### config.mk
export PLATFORM = sky130hd
export DESIGN_NAME = fuse_lock_access
export DESIGN_NICKNAME = d
export VERILOG_FILES = /design/src/rtl/fuse_lock_pkg.sv /design/src/rtl/fuse_lock_ctrl.sv /design/src/rtl/fuse_lock_datapath.sv /design/src/rtl/fuse_lock_access.sv
export SDC_FILE = /design/constraint.sdc
export NUM_CORES = 1
export LEC_CHECK = 0
export BUFFER_PORTS_ARGS = -buffer_cell sky130_fd_sc_hd__buf_2
export CAP_MARGIN = 30
export CORE_UTILIZATION = 45
export CTS_BUF_LIST = sky130_fd_sc_hd__clkbuf_2
export CTS_CLUSTER_SIZE = 12
export DETAILED_ROUTE_END_ITERATION = 8
export GPL_TIMING_DRIVEN = 0
export MAX_ROUTING_LAYER = met4
export PLACE_DENSITY = 0.87
export SLEW_MARGIN = 20
export SYNTH_ARGS = -nofsm -noshare
export SYNTH_HDL_FRONTEND = slang
export SYNTH_SLANG_ARGS = --single-unit
### constraint.sdc
create_clock -name clk -period 2.5 [get_ports clk]
set_input_delay 0.125 -clock clk [delete_from_list [all_inputs] [get_ports clk]]
set_output_delay 0.125 -clock clk [all_outputs]
set_load 0.005 [all_outputs]
### src/rtl/fuse_lock_pkg.sv
package fuse_lock_pkg;

  // Strobes from the control half to the datapath half.
  typedef struct packed {
    logic lockWrite;   // program boot-lock bits from the operand
    logic infoRead;    // return a lock or fuse byte
    logic flashRead;   // return the normal flash read data
  } fl_strobe_t;

  // Control code that arms a lock command: lock-set in bit 3, enable in bit 0.
  localparam logic [6:0] ARM_CODE = 7'b0001001;

  // Pointer addresses of the information bytes.
  localparam logic [15:0] PTR_FUSE_LOW  = 16'h0000;
  localparam logic [15:0] PTR_LOCK      = 16'h0001;
  localparam logic [15:0] PTR_FUSE_HIGH = 16'h0003;

  localparam int BOOT_BITS = 4;

endpackage

### src/rtl/fuse_lock_ctrl.sv
module fuse_lock_ctrl
  import fuse_lock_pkg::*;
#(
  parameter int STORE_WINDOW = 4,
  parameter int LOAD_WINDOW  = 3
) (
  input  logic       clk,
  input  logic       rstN,
  input  logic       ctrlWrEn,
  input  logic [6:0] ctrlWrCode,
  input  logic       eepromBusy,
  input  logic       storeStrobe,
  input  logic       loadStrobe,
  output fl_strobe_t strobes,
  output logic       armed
);

  localparam int CW = $clog2(STORE_WINDOW + 1);

  logic [CW-1:0] age;
  logic writeTaken;
  logic loadOpen;
  logic storeOpen;
  logic lastCycle;
  logic cmdTaken;

  always_comb begin
    writeTaken        = ctrlWrEn && !eepromBusy;
    loadOpen          = armed && !eepromBusy && (age < CW'(LOAD_WINDOW));
    storeOpen         = armed && !eepromBusy && (age < CW'(STORE_WINDOW));
    lastCycle         = (age == CW'(STORE_WINDOW - 1));
    strobes.lockWrite = storeStrobe && storeOpen;
    strobes.infoRead  = loadStrobe && loadOpen;
    strobes.flashRead = loadStrobe && !loadOpen;
    cmdTaken          = strobes.lockWrite || strobes.infoRead;
  end

  // Arm state and window age. A new write restarts the count.
  always_ff @(posedge clk or negedge rstN) begin
    if (!rstN) begin
      armed <= 1'b0;
      age   <= '0;
    end else if (writeTaken) begin
      armed <= (ctrlWrCode == ARM_CODE);
      age   <= '0;
    end else if (armed) begin
      if (cmdTaken || lastCycle) begin
        armed <= 1'b0;
        age   <= '0;
      end else begin
        age <= age + 1'b1;
      end
    end
  end

endmodule

### src/rtl/fuse_lock_datapath.sv
module fuse_lock_datapath
  import fuse_lock_pkg::*;
#(
  parameter logic [7:0] FUSE_LOW_INIT  = 8'h5E,
  parameter logic [7:0] FUSE_HIGH_INIT = 8'hD9,
  parameter logic [5:0] LOCK_INIT      = 6'h3F
) (
  input  logic                 clk,
  input  logic                 rstN,
  input  fl_strobe_t           strobes,
  input  logic [15:0]          pointer,
  input  logic [BOOT_BITS-1:0] lockOperand,
  input  logic [7:0]           flashRdData,
  output logic                 loadValid,
  output logic [7:0]           loadData,
  output logic [BOOT_BITS-1:0] bootLock
);

  logic [7:0] infoByte;
  logic [7:0] lockByte;

  // Each boot-lock bit can only be cleared (programmed).
  for (genvar i = 0; i < BOOT_BITS; i++) begin : g_boot
    always_ff @(posedge clk or negedge rstN) begin
      if (!rstN)
        bootLock[i] <= LOCK_INIT[i+2];
      else if (strobes.lockWrite && !lockOperand[i])
        bootLock[i] <= 1'b0;
    end
  end

  always_comb begin
    lockByte = {2'b11, bootLock, LOCK_INIT[1:0]};
    case (pointer)
      PTR_FUSE_LOW:  infoByte = FUSE_LOW_INIT;
      PTR_LOCK:      infoByte = lockByte;
      PTR_FUSE_HIGH: infoByte = FUSE_HIGH_INIT;
      default:       infoByte = 8'hFF;
    endcase
  end

  always_ff @(posedge clk or negedge rstN) begin
    if (!rstN) begin
      loadValid <= 1'b0;
      loadData  <= 8'h00;
    end else begin
      loadValid <= strobes.infoRead || strobes.flashRead;
      if (strobes.infoRead)
        loadData <= infoByte;
      else if (strobes.flashRead)
        loadData <= flashRdData;
    end
  end

endmodule

### src/rtl/fuse_lock_access.sv
module fuse_lock_access
  import fuse_lock_pkg::*;
#(
  parameter int          STORE_WINDOW   = 4,
  parameter int          LOAD_WINDOW    = 3,
  parameter logic [7:0]  FUSE_LOW_INIT  = 8'h5E,
  parameter logic [7:0]  FUSE_HIGH_INIT = 8'hD9,
  parameter logic [5:0]  LOCK_INIT      = 6'h3F
) (
  input  logic        clk,
  input  logic        rstN,
  input  logic        ctrlWrEn,
  input  logic [7:0]  ctrlWrData,
  output logic [7:0]  ctrlRdData,
  input  logic        eepromBusy,
  input  logic        storeStrobe,
  input  logic        loadStrobe,
  input  logic [15:0] pointer,
  input  logic [7:0]  operand,
  input  logic [7:0]  flashRdData,
  output logic        loadValid,
  output logic [7:0]  loadData,
  output logic [3:0]  bootLockOut
);

  fl_strobe_t strobes;
  logic       armed;
  logic       unusedBits;

  assign unusedBits = ^{ctrlWrData[7], operand[7:6], operand[1:0]};
  assign ctrlRdData = {4'b0000, armed, 2'b00, armed};

  fuse_lock_ctrl #(
    .STORE_WINDOW(STORE_WINDOW),
    .LOAD_WINDOW (LOAD_WINDOW)
  ) u_ctrl (
    .clk        (clk),
    .rstN       (rstN),
    .ctrlWrEn   (ctrlWrEn),
    .ctrlWrCode (ctrlWrData[6:0]),
    .eepromBusy (eepromBusy),
    .storeStrobe(storeStrobe),
    .loadStrobe (loadStrobe),
    .strobes    (strobes),
    .armed      (armed)
  );

  fuse_lock_datapath #(
    .FUSE_LOW_INIT (FUSE_LOW_INIT),
    .FUSE_HIGH_INIT(FUSE_HIGH_INIT),
    .LOCK_INIT     (LOCK_INIT)
  ) u_data (
    .clk        (clk),
    .rstN       (rstN),
    .strobes    (strobes),
    .pointer    (pointer),
    .lockOperand(operand[5:2]),
    .flashRdData(flashRdData),
    .loadValid  (loadValid),
    .loadData   (loadData),
    .bootLock   (bootLockOut)
  );

endmodule

### Word-level counts from Yosys, hierarchy flattened

Cells that the tools add are included.
W data, S select, Z words.

* $add $sub $neg: 1
* $mul: 0
* div/mod/pow operators: 0
* order comparisons: 2
* equality and inequality tests: 4
* shift-type cells: 0
* muxes and demuxes: 9
* bitwise logic cells: 0
* reductions and logical operators: 23

Operators by type and width (count)
* $pmux W8 S3: 1
* $eq A16 B1 Y1 const B: 1
* $eq A16 B2 Y1 const B: 1
* $logic_not A16 Y1: 1
* $mux W8: 2
* $logic_and A1 B1 Y1: 11
* $mux W3: 3
* $eq A7 B4 Y1 const B: 1
* $logic_not A1 Y1: 6
* $reduce_bool A2 Y1: 2
* $add A3 B1 Y3 const B: 1
* $eq A3 B2 Y1 const B: 1
* $logic_or A1 B1 Y1: 3
* $lt A3 B2 Y1 const B: 1
* $lt A3 B3 Y1 const B: 1
* $mux W1: 3

* register bits: 17
* latch bits: 0
* bits in writable memories: 0
* bits in read-only memories: 0
* bits of input ports: 46
* output and inout bits: 21
* memories kept: 0

### Depth between registers and ports, before layout

Gate-level depths: netlist (run 1).

* depth in word-level cells: 9
* mapped depth: 5
* gate-level depth less buffers: 5

### Modules after synthesis

Synthesis (run 1) repeated with hierarchy kept, for this count alone.

* cells, all modules: 97
* area, all modules: 1028.5 um2

Modules (own cells, without submodules)
* fuse_lock_datapath: instances 1, cells each 60, area each 653.1 um2, seq. area each 330.3 um2
* fuse_lock_ctrl: instances 1, cells each 28, area each 311.5 um2, seq. area each 100.1 um2
* fuse_lock_access: instances 1, cells each 9, area each 63.8 um2, seq. area each 0.0 um2

### Worst setup path after synthesis (run 1)

OpenSTA, ideal clock, no wires.

* kind: register to register
* start point: register u_ctrl.age[0]
* end point: register u_ctrl.age[0]
* library setup time: 0.083 ns
* arrival time: 1.183 ns
* data required time: 2.417 ns
* setup slack: 1.234 ns
* stages on the path, launching flop included: 6
* path buffers: 0
* period minus slack after synthesis: 1.266 ns
* path through: dfrtp_1 -> ha_1 -> ha_1 -> nor3b_1 -> nand3_1 -> o21ai_0

* cells in the longest elaborated chain, start to end: 8
* elaborated cells between the ends (all ways): 13
* classes of those cells: 1 x add/sub; 2 x order compare; 1 x eq/ne; 3 x mux; 6 x reduce/logical

RTL lines
* start, declared: line fuse_lock_ctrl.sv:20 `logic [CW-1:0] age;`
* start signal, assigned: line fuse_lock_ctrl.sv:51 `age <= age + 1'b1;`
* $lt A3 B3 Y1 or $lt A3 B2 Y1 (tied branches): line fuse_lock_ctrl.sv:30, fuse_lock_ctrl.sv:29
* $logic_and A1 B1 Y1 (on tied branches): line fuse_lock_ctrl.sv:30, fuse_lock_ctrl.sv:29
* $logic_and A1 B1 Y1 (on tied branches): line fuse_lock_ctrl.sv:32, fuse_lock_ctrl.sv:33
* $logic_or A1 B1 Y1: line fuse_lock_ctrl.sv:35 `cmdTaken = strobes.lockWrite || strobes.infoRead;`
* $logic_or A1 B1 Y1: line fuse_lock_ctrl.sv:47 `if (cmdTaken || lastCycle) begin`
* $mux W3 (*): line fuse_lock_ctrl.sv:47
* $mux W3 (*): line fuse_lock_ctrl.sv:46 `end else if (armed) begin`
* $mux W3 (*): line fuse_lock_ctrl.sv:43 `end else if (writeTaken) begin`

Every way passes the cells marked *; elsewhere a longest branch is shown, timed or not. The select of a mux whose other input is x is not followed.
A chain may end at the register's enable or synchronous reset.

### Worst setup path after layout (run 1)

* start point: register u_ctrl.age[0]
* end point: register u_ctrl.age[2]

Same word-level chain as after synthesis.

==> flow_summary.html, run 1 <==
<table>
<tr><th>Metric</th><th>Value</th></tr>
<tr><th colspan="2">Run status</th></tr>
<tr><td>Run status</td><td>complete, no violations</td></tr>
<tr><th colspan="2">Worst setup path</th></tr>
<tr><td>Arrival time at the worst endpoint</td><td>1700 ps</td></tr>
<tr><td>Crit path kind</td><td>flip-flop to flip-flop</td></tr>
<tr><td>Library cell contributing the largest single delay on the critical path</td><td>dfrtp_1</td></tr>
<tr><td>Data required, critical path</td><td>2730 ps</td></tr>
<tr><td>Crit-path most repeated cell</td><td>ha_1</td></tr>
<tr><td>CP Cell Sequence</td><td>ha_1, ha_1, nor3b_1, nand3_1, o21ai_0</td></tr>
<tr><td>Maximum net fanout on the critical path</td><td>4</td></tr>
<tr><td>Worst setup EP type</td><td>flip-flop</td></tr>
<tr><td>CP max stage delay</td><td>440 ps</td></tr>
<tr><td>Nature of the critical path startpoint</td><td>flip-flop</td></tr>
<tr><th colspan="2">Synth</th></tr>
<tr><td>Unique masters post-synth</td><td>35</td></tr>
<tr><td>Share of synthesized cell area in and, or, nand and nor gates</td><td>0.254</td></tr>
<tr><td>Synth Cell Area</td><td>960 µm²</td></tr>
<tr><td>Mux contribution to synthesized area</td><td>0.0104</td></tr>
<tr><td>Post-synthesis sequential area ratio</td><td>0.449</td></tr>
<tr><td>Instance count of the mapped netlist</td><td>94</td></tr>
<tr><td>Xor-xnor portion of the synthesized cell area</td><td>0</td></tr>
<tr><td>Main combinational cell family by area after synthesis</td><td>simple AND/OR/NAND/NOR gates</td></tr>
<tr><td>Warnings, synthesis</td><td>0</td></tr>
<tr><td>Post-synthesis share of cell area spent on full adders, half adders and majority gates</td><td>0.0261</td></tr>
<tr><td>Number of storage elements in the synthesis netlist</td><td>17</td></tr>
<tr><td>Compound-cell area share of the yosys netlist</td><td>0.138</td></tr>
<tr><td>Average instance area after synthesis</td><td>10.2 µm²</td></tr>
<tr><th colspan="2">Clock network</th></tr>
<tr><td>Clock tree from TritonCTS</td><td>done</td></tr>
<tr><td>Number of buffers on the longest clock path</td><td>2</td></tr>
<tr><td>H-tree level count</td><td>1</td></tr>
<tr><td>Setup Buffers After CTS</td><td>0</td></tr>
<tr><td>Root Buffer</td><td>clkbuf_2</td></tr>
<tr><td>Number of buffers created by CTS</td><td>3</td></tr>
<tr><td>Source-to-sink clock delay at the later pin of the worst-skew pair</td><td>300 ps</td></tr>
<tr><td>Number of clock sinks</td><td>17</td></tr>
<tr><td>Hold-fix buffers, CTS</td><td>1</td></tr>
<tr><td>Clock edge transition at the registers on the reported setup and hold paths</td><td>150 ps</td></tr>
<tr><td>Post-CTS Resized</td><td>0</td></tr>
<tr><th colspan="2">Placed design</th></tr>
<tr><td># placed instances</td><td>180</td></tr>
<tr><td>Port Buf Inserts</td><td>54</td></tr>
<tr><td>Cell area after placement</td><td>1280 µm²</td></tr>
<tr><td>Placer Congestion</td><td>0.812</td></tr>
<tr><td>HPWL reported at the end of detailed placement</td><td>1.77 mm</td></tr>
<tr><th colspan="2">Final layout</th></tr>
<tr><td>Flip-flop and latch area</td><td>430 µm²</td></tr>
<tr><td>Final cell area excluding filler cells</td><td>1310 µm²</td></tr>
<tr><td>Fraction of final layout cells sized beyond drive strength 1</td><td>0.494</td></tr>
<tr><td>Number of nets in the layout</td><td>207</td></tr>
<tr><td>Area used by multi-input combinational logic</td><td>434 µm²</td></tr>
<tr><td>Syn-to-layout area delta</td><td>36.8%</td></tr>
<tr><td>Antenna Diode Count</td><td>0</td></tr>
<tr><td>Cell Count, Final, Fillers Out</td><td>185</td></tr>
<tr><td>Filler cells</td><td>172</td></tr>
<tr><th colspan="2">Floorplanning</th></tr>
<tr><td>Core Box Area</td><td>1980 µm²</td></tr>
<tr><td>Num ports</td><td>67</td></tr>
<tr><td>Chip width</td><td>48.2 µm</td></tr>
<tr><td>Number of rows created at floorplan</td><td>16</td></tr>
<tr><td>Initial Utilization</td><td>0.484</td></tr>
<tr><td>Die Ht</td><td>48.2 µm</td></tr>
<tr><td>Die area</td><td>2320 µm²</td></tr>
<tr><th colspan="2">Routing</th></tr>
<tr><td>Final routed wire length divided by cell count</td><td>11.7 µm</td></tr>
<tr><td>Number of vias per cell after detailed routing</td><td>4.91</td></tr>
<tr><td>Starting DRT DRC Count</td><td>8</td></tr>
<tr><td>Detailed-route via count</td><td>908</td></tr>
<tr><td>Number of iterations in the first detailed-routing pass</td><td>4</td></tr>
<tr><td>Detailed-route wire length</td><td>2.16 mm</td></tr>
<tr><td>Antenna Violating Nets Remaining</td><td>0</td></tr>
<tr><td>Remaining routing DRC violations</td><td>0</td></tr>
<tr><th colspan="2">Pwr</th></tr>
<tr><td>Lkg Pwr</td><td>0.690 nW</td></tr>
<tr><td>Net switching power</td><td>0.138 mW</td></tr>
<tr><td>Total internal power</td><td>0.384 mW</td></tr>
<tr><td>Seq pwr share</td><td>0.566</td></tr>
<tr><td>Fraction of power consumed by the clock network</td><td>0.245</td></tr>
<tr><td>Net switching fraction of the power</td><td>0.264</td></tr>
<tr><td>Part of the total power dissipated in combinational logic</td><td>0.189</td></tr>
<tr><td>VDD IR max</td><td>0.000255 V</td></tr>
<tr><td>Power density cells</td><td>397 nW/µm²</td></tr>
<tr><th colspan="2">STA</th></tr>
<tr><td>Total negative slack for setup checks</td><td>0 ps</td></tr>
<tr><td>Final critical-path share of the clock period</td><td>0.585</td></tr>
<tr><td>Worst Clk Skew</td><td>3.88 ps</td></tr>
<tr><td>Number of max-slew violations in the final report</td><td>0</td></tr>
<tr><td>F_max</td><td>0.684 GHz</td></tr>
<tr><td>Minimum period implied by the final worst setup slack</td><td>1460 ps</td></tr>
<tr><td>Number of setup violations in the final report</td><td>0</td></tr>
<tr><td>Final Hold Fails</td><td>0</td></tr>
<tr><td>Unrepaired setup endpoints after global routing</td><td>no</td></tr>
<tr><th colspan="2">Job</th></tr>
<tr><td>Count of maximum capacitance violations</td><td>0</td></tr>
<tr><th colspan="2">Global routing</th></tr>
<tr><td>Wire length of the first global-routing pass</td><td>3.15 mm</td></tr>
<tr><td>Remaining Overflow, GRT</td><td>0</td></tr>
<tr><td>Number of global-route vias before repair</td><td>786</td></tr>
<tr><td>Pin count of the biggest net entering global routing</td><td>18</td></tr>
<tr><td>Initial antenna violation count</td><td>0</td></tr>
<tr><td>Total GRT Usage</td><td>0.205</td></tr>
<tr><th colspan="2">Min path</th></tr>
<tr><td>Worst Hold Class</td><td>primary input to flip-flop</td></tr>
</table>
-- logic make-up after synthesis --
family                     count (synthesis)
AOI/OAI and AO/OA                         19
muxes                                      1
and+or+nand+nor                           34
adders and majority gates                  2
DFF                                       17
other                                      1
buffers and inverters                     20
-- area by class of cell --
type | instances | share of cell area
Multi-Input combinational cell | 62 | 0.331
Sequential cell | 17 | 0.328
Clock buffer | 4 | 0.0153
Buffer | 12 | 0.0639
Inverter | 8 | 0.0229
Tap cell | 27 | 0.0257
Timing Repair Buffer | 55 | 0.214
-- per-stage QoR --
step | setup slack [ps] | utilization | power [mW] | hold WS (ps)
floorplan | 1230 | - | 0.338 | -171
global placement | 1150 | 0.647 | 0.394 | 54.2
detailed placement | 1050 | 0.647 | 0.398 | 59.1
CTS | 1010 | 0.662 | 0.527 | 22.5
global route | 903 | 0.662 | 0.554 | 3.83
finish | 1040 | 0.662 | 0.522 | 30.5
-- routing by layer --
metal  wire length, µm  vias to the layer above  global-route usage
met5                 0                        -                   -
met1               831                      416               0.237
met4                30                        0              0.0944
met3               111                        3              0.0222
met2              1190                       43               0.352
li1                  -                      446                   -
-- layout by cell type, fill, tap and decap left out --
cell type      instances
nor3_1                 2
clkbuf_1               2
conb_1                 6
nor3b_1                2
ha_1                   2
dlygate4sd3_1          1
o21ai_0                3
nor4b_1                1
o22a_1                 2
nand4_1                1
o2bb2ai_1              1
nor4_4                 3
nand3_1                6
dfrtp_1               13
nand3_2                1
and4_1                 1
nor2_1                 4
nand2_1                7
nand2b_1               1
and3_1                 1
mux2i_1                1
buf_2                 55
nor4_1                 1
clkbuf_2               4
a21oi_1                3
inv_1                  8
nor3b_2                1
dfstp_2                4
o221ai_1               3
a21boi_1               1
buf_4                  8
a21o_1                 1
buf_6                  1
nand4_2                1
o21ai_1                1
nor2b_1                1
o21a_1                 4
-- sequential cells by signal (all words and copies together) (netlist names) --
name,cells
u_data.bootLock,4
u_ctrl.age,3
u_ctrl.armed,1
u_data.loadData,8
u_data.loadValid,1
-- worst paths after layout --
| kind | endpoint | startpoint | slack (ps) | cells past startpoint |
|---|---|---|---|---|
| max | u_ctrl.age[2] | u_ctrl.age[0] | 1040 | 5 |
| min | u_data.bootLock[1] | operand[3] | 30 | 2 |
| max reg2reg | u_ctrl.age[2] | u_ctrl.age[0] | 1040 | 5 |
| min reg2reg | u_data.bootLock[0] | u_data.bootLock[0] | 480 | 1 |
| max in group asynchronous | u_data.bootLock[3] | rstN | 1940 | 2 |
| min in group asynchronous | u_data.loadData[0] | rstN | 240 | 2 |
-- power by group through the flow --
stage          Combinational, mW  Clock (mW)  Sequential (mW)
4_1_cts                   0.0993       0.132            0.296
2_1_floorplan             0.0368           0            0.302
3_5_place_dp              0.0975           0            0.300
5_1_grt                    0.110       0.146            0.298
6_report                  0.0984       0.128            0.295
3_3_place_gp              0.0942           0            0.300
-- synthesized netlist by cell type --
cell type | number | area, µm²
nor3b_1 | 2 | 15.0
o21ai_0 | 3 | 15.0
nand4_2 | 1 | 12.5
clkbuf_1 | 2 | 7.51
o21ai_1 | 1 | 5.00
nor3_1 | 2 | 10.0
nand4_1 | 1 | 6.26
dfstp_2 | 4 | 105
a21oi_1 | 3 | 15.0
a21boi_1 | 1 | 7.51
o2bb2ai_1 | 1 | 8.76
buf_6 | 1 | 11.3
a21o_1 | 1 | 7.51
and4_1 | 1 | 8.76
o221ai_1 | 3 | 26.3
buf_4 | 8 | 60.1
nand2b_1 | 1 | 6.26
nor4_4 | 3 | 63.8
conb_1 | 1 | 3.75
mux2i_1 | 1 | 10.0
inv_1 | 8 | 30.0
nor4b_1 | 1 | 8.76
o21a_1 | 4 | 30.0
dfrtp_1 | 13 | 325
nand3_2 | 1 | 10.0
buf_2 | 1 | 5.00
ha_1 | 2 | 25.0
nor3b_2 | 1 | 12.5
nor2b_1 | 1 | 6.26
o22a_1 | 2 | 17.5
and3_1 | 1 | 6.26
nor2_1 | 4 | 15.0
nand2_1 | 7 | 26.3
nand3_1 | 6 | 30.0
nor4_1 | 1 | 6.26
-- worst max-delay path: cells and delay by family (launching register included) --
kind                       cells  cell delay (ps)
AOI/OAI and AO/OA              1              180
and+or+nand+nor                2              380
adders and majority gates      2              390
DFF                            1              440
Power figures use the tool's default switching activity.
==> inputs of run 2 (changes only) <==
- ABC_AREA: default -> 1
- CORE_UTILIZATION: 45 -> 39
- PLACE_DENSITY: 0.87 -> 0.78
- clock period: 2.5 -> 1.3 ns (I/O delays scaled with it)
==> run 2 against run 1 <==
  * Synthesized cell count increased by 39%
  * First-iteration DRC count increased by 88%
  * Synthesized area increased by 5.0%
  * Critical endpoint is now u_ctrl.armed
  * Non-clock buffer count increased by 8
  * Clock power increased by 84%
  * Wire length decreased by 1.4%
  * Sequential cell count unchanged
  * Highest routed layer is now met3
==> flow_summary.html, run 2 <==
<table>
<tr><th>Metric</th><th>Value</th></tr>
<tr><th colspan="2">Run status</th></tr>
<tr><td>Run status</td><td>complete, no violations</td></tr>
<tr><th colspan="2">Pwr</th></tr>
<tr><td>Lkg Pwr</td><td>0.821 nW (+19%)</td></tr>
<tr><td>Total Power</td><td>1.01 mW (+94%)</td></tr>
<tr><td>Power density cells</td><td>688 nW/µm² (+73%)</td></tr>
<tr><td>VDD IR max</td><td>0.000512 V (+100%)</td></tr>
<tr><th colspan="2">Final layout</th></tr>
<tr><td>Fraction of final layout cells sized beyond drive strength 1</td><td>0.434 (-0.0595)</td></tr>
<tr><td>Cell Count, Final, Fillers Out</td><td>235 (+27%)</td></tr>
<tr><td>Antenna Diode Count</td><td>0 (unchanged)</td></tr>
<tr><td>Syn-to-layout area delta</td><td>45.8%</td></tr>
<tr><td>Commonest cells after routing, fill and taps aside</td><td>55 x buf_2, 32 x nand2_1, 19 x nor2_1, 13 x buf_4, 13 x dfrtp_1</td></tr>
<tr><td>Biggest registers after layout</td><td>u_data.loadData x8, u_data.bootLock x4, u_ctrl.age x3</td></tr>
<tr><td>Final core occ</td><td>0.598 (-0.0639)</td></tr>
<tr><td>Number of nets in the layout</td><td>254 (+23%)</td></tr>
<tr><td>Most flops, register</td><td>u_data.loadData</td></tr>
<tr><td>Filler cells</td><td>238 (+38%)</td></tr>
<tr><td>Most common cell after layout, fill and taps aside</td><td>buf_2</td></tr>
<tr><td>Flip-flop count of the largest register, all copies and words added</td><td>8 (unchanged)</td></tr>
<tr><th colspan="2">Worst setup path</th></tr>
<tr><td>Capturing instance or port of the critical path</td><td>u_ctrl.armed</td></tr>
<tr><td>RR Endpoint</td><td>u_ctrl.armed</td></tr>
<tr><td>Critical path origin</td><td>u_ctrl.age[0]</td></tr>
<tr><td>Arrival time at the worst endpoint</td><td>1450 ps (-250 ps)</td></tr>
<tr><td>Data required, critical path</td><td>1480 ps (-1250 ps)</td></tr>
<tr><td>Beginning of the worst register-to-register path</td><td>u_ctrl.age[0]</td></tr>
<tr><td>Nature of the critical path startpoint</td><td>flip-flop</td></tr>
<tr><td>Crit path kind</td><td>flip-flop to flip-flop</td></tr>
<tr><td>Maximum net fanout on the critical path</td><td>8 (+4)</td></tr>
<tr><td>Worst setup EP type</td><td>flip-flop</td></tr>
<tr><td>Setup slack of the worst register-to-register path</td><td>30 ps (-1010 ps)</td></tr>
<tr><td>Logic depth of the worst register-to-register path</td><td>7 (+2)</td></tr>
<tr><th colspan="2">Global routing</th></tr>
<tr><td>Pin count of the biggest net entering global routing</td><td>18 (unchanged)</td></tr>
<tr><td>Wire length of the first global-routing pass</td><td>3.52 mm (+12%)</td></tr>
<tr><td>Number of global-route vias before repair</td><td>932 (+19%)</td></tr>
<tr><td>Initial antenna violation count</td><td>0 (unchanged)</td></tr>
<tr><td>Remaining Overflow, GRT</td><td>0 (unchanged)</td></tr>
<tr><td>Total GRT Usage</td><td>0.174 (-0.0314)</td></tr>
<tr><th colspan="2">STA</th></tr>
<tr><td>Worst Clk Skew</td><td>22.5 ps (+18.6 ps)</td></tr>
<tr><td>Number of max-slew violations in the final report</td><td>0 (unchanged)</td></tr>
<tr><td>Number of setup violations in the final report</td><td>0 (unchanged)</td></tr>
<tr><td>Final critical-path share of the clock period</td><td>0.975 (+0.390)</td></tr>
<tr><td>Unrepaired setup endpoints after global routing</td><td>yes</td></tr>
<tr><td>Total negative slack for setup checks</td><td>0 ps (unchanged)</td></tr>
<tr><td>Minimum period implied by the final worst setup slack</td><td>1270 ps (-195 ps)</td></tr>
<tr><td>Smallest setup slack after layout</td><td>32.8 ps (-1010 ps)</td></tr>
<tr><td>F_max</td><td>0.789 GHz (+15%)</td></tr>
<tr><td>Final Hold Fails</td><td>0 (unchanged)</td></tr>
<tr><th colspan="2">Placed design</th></tr>
<tr><td>Placer Congestion</td><td>0.758 (-6.7%)</td></tr>
<tr><td># placed instances</td><td>221 (+23%)</td></tr>
<tr><td>HPWL reported at the end of detailed placement</td><td>1.73 mm (-2.3%)</td></tr>
<tr><td>Worst slack at placement</td><td>-85.1 ps (-1130 ps)</td></tr>
<tr><td>Port Buf Inserts</td><td>55 (+1.9%)</td></tr>
<tr><th colspan="2">Synth</th></tr>
<tr><td>Post-synthesis sequential area ratio</td><td>0.427 (-0.0212)</td></tr>
<tr><td>Number of enable-type register cells in the synthesized netlist</td><td>0 (unchanged)</td></tr>
<tr><td>Biggest area consumer among synthesized cells</td><td>dfrtp_1</td></tr>
<tr><td>Area contributors post-synth</td><td>dfrtp_1 32%, nand2_1 12%, dfstp_2 10%, nor2_1 7.1%, buf_4 6.7%</td></tr>
<tr><td>Share of flip-flops with an asynchronous set or reset</td><td>1.00 (unchanged)</td></tr>
<tr><td>Dominant synthesized flop cell</td><td>dfrtp_1</td></tr>
<tr><td>Number of storage elements in the synthesis netlist</td><td>17 (unchanged)</td></tr>
<tr><td>Most frequently used cell type in the post-synthesis netlist</td><td>nand2_1</td></tr>
<tr><td>Fraction of synthesized cell area taken by the top area cell type</td><td>0.323 (-0.0160)</td></tr>
<tr><td>Average instance area after synthesis</td><td>7.69 µm² (-25%)</td></tr>
<tr><td>Synth Cell Area</td><td>1010 µm² (+5.0%)</td></tr>
<tr><td>Synth top cells by count</td><td>32 x nand2_1, 19 x nor2_1, 13 x dfrtp_1, 12 x inv_1</td></tr>
<tr><td>Instance count of the mapped netlist</td><td>131 (+39%)</td></tr>
<tr><td>Warnings, synthesis</td><td>0 (unchanged)</td></tr>
<tr><td>Unique masters post-synth</td><td>22 (-37%)</td></tr>
<tr><th colspan="2">Routing</th></tr>
<tr><td>Final routed wire length divided by cell count</td><td>9.05 µm (-22%)</td></tr>
<tr><td>Detailed-route wire length</td><td>2.13 mm (-1.4%)</td></tr>
<tr><td>Number of iterations in the first detailed-routing pass</td><td>4 (unchanged)</td></tr>
<tr><td>Antenna Violating Nets Remaining</td><td>0 (unchanged)</td></tr>
<tr><td>Detailed-route via count</td><td>1045 (+15%)</td></tr>
<tr><td>Remaining routing DRC violations</td><td>0 (unchanged)</td></tr>
<tr><td>Starting DRT DRC Count</td><td>15 (+7)</td></tr>
<tr><td>Number of vias per cell after detailed routing</td><td>4.45 (-9.4%)</td></tr>
<tr><th colspan="2">Clock network</th></tr>
<tr><td>Source-to-sink clock delay at the later pin of the worst-skew pair</td><td>300 ps (about the same)</td></tr>
<tr><td>Clock edge transition at the registers on the reported setup and hold paths</td><td>180 ps (+30 ps)</td></tr>
<tr><td>Clock tree from TritonCTS</td><td>done</td></tr>
<tr><td>Number of clock sinks</td><td>17 (unchanged)</td></tr>
<tr><td>Number of buffers on the longest clock path</td><td>2 (unchanged)</td></tr>
<tr><td>H-tree level count</td><td>1 (unchanged)</td></tr>
<tr><td>Number of buffers created by CTS</td><td>3 (unchanged)</td></tr>
<tr><td>Root Buffer</td><td>clkbuf_2</td></tr>
<tr><th colspan="2">Floorplanning</th></tr>
<tr><td>Die area</td><td>2790 µm² (+20%)</td></tr>
<tr><td>Initial Utilization</td><td>0.410 (-0.0739)</td></tr>
<tr><td>Core Box Area</td><td>2450 µm² (+24%)</td></tr>
<tr><td>Die Ht</td><td>52.8 µm (+9.6%)</td></tr>
<tr><td>Num ports</td><td>67 (unchanged)</td></tr>
<tr><td>Chip width</td><td>52.8 µm (+9.6%)</td></tr>
<tr><td>Number of rows created at floorplan</td><td>18 (+2)</td></tr>
<tr><th colspan="2">Job</th></tr>
<tr><td>Count of maximum capacitance violations</td><td>0 (unchanged)</td></tr>
<tr><th colspan="2">Min path</th></tr>
<tr><td>Worst Hold Class</td><td>primary input to flip-flop</td></tr>
</table>
run 2: kinds of logic (layout without fill, tap and decap cells):
kind of cell | count (synthesis) | count (layout) | share of synthesized area
AO/OA/AOI/OAI | 22 | 22 | 0.109
adder cells (fa/ha/maj) | 2 | 2 | 0.0248
AND/OR/NAND/NOR | 66 | 66 | 0.314
other | 1 | 6 | 0.00372
flip-flops | 17 | 17 | 0.427
buffers and inverters | 23 | 92 | 0.120
run 2: stage by stage:
step / hold slack [ps] / cell area [µm²]
after floorplan: -231 / 1030
after global placement: 6.96 / 1340
after detailed placement: 13.5 / 1340
after CTS: 3.57 / 1440
after global routing: 2.04 / 1470
final: 9.08 / 1470
run 2: worst min-delay path by stage:
stage                  start                  to  slack (ps)  depth (start not counted)
2_1_floorplan           rstN       u_ctrl.age[0]        -230                          0
3_3_place_gp            rstN       u_ctrl.age[0]           7                          1
3_5_place_dp            rstN       u_ctrl.age[0]          10                          1
4_1_cts           operand[5]  u_data.bootLock[3]           4                          3
5_1_grt        ctrlWrData[6]        u_ctrl.armed           2                          4
6_report          operand[5]  u_data.bootLock[3]           9                          3
run 2: power breakdown:
group | switching, mW | total, mW | internal, mW
Combinational | 0.0913 | 0.204 | 0.112
Sequential | 0.0141 | 0.571 | 0.557
Clock | 0.167 | 0.236 | 0.0697
run 2: worst max-delay path, stage by stage (launching register included):
cell      delay (ps)
dfrtp_1          430
buf_4            150
nand2_2           70
nand4_4          170
nand3b_4         150
nor2_1            50
o21ai_1           60
o21ai_1           70
run 2: timing repair:
action	4_1_cts	5_1_grt
buffers inserted	2	2
hold buffers	5	1
gates resized for setup	2	3
pin swaps	0	2
endpoints found under the hold margin	21	1
setup endpoints to repair	4	8
run 2: routing by layer:
layer / GRT usage / part of all wire / vias up
met5: - / 0 / -
met4: 0.0395 / 0 / 0
met3: 0.0406 / 0.11 / 0
met2: 0.308 / 0.46 / 43
met1: 0.196 / 0.43 / 451
li1: - / - / 551
run 2: layout make-up:
class,instances,area (µm²),area share
Tap cell,30,37.5,0.0256
Timing Repair Buffer,65,365,0.249
Inverter,13,50.0,0.0341
Sequential cell,17,430,0.293
Multi-Input combinational cell,96,494,0.336
Clock inverter,1,5.00,0.00341
Buffer,10,71.3,0.0486
Clock buffer,3,15.0,0.0102
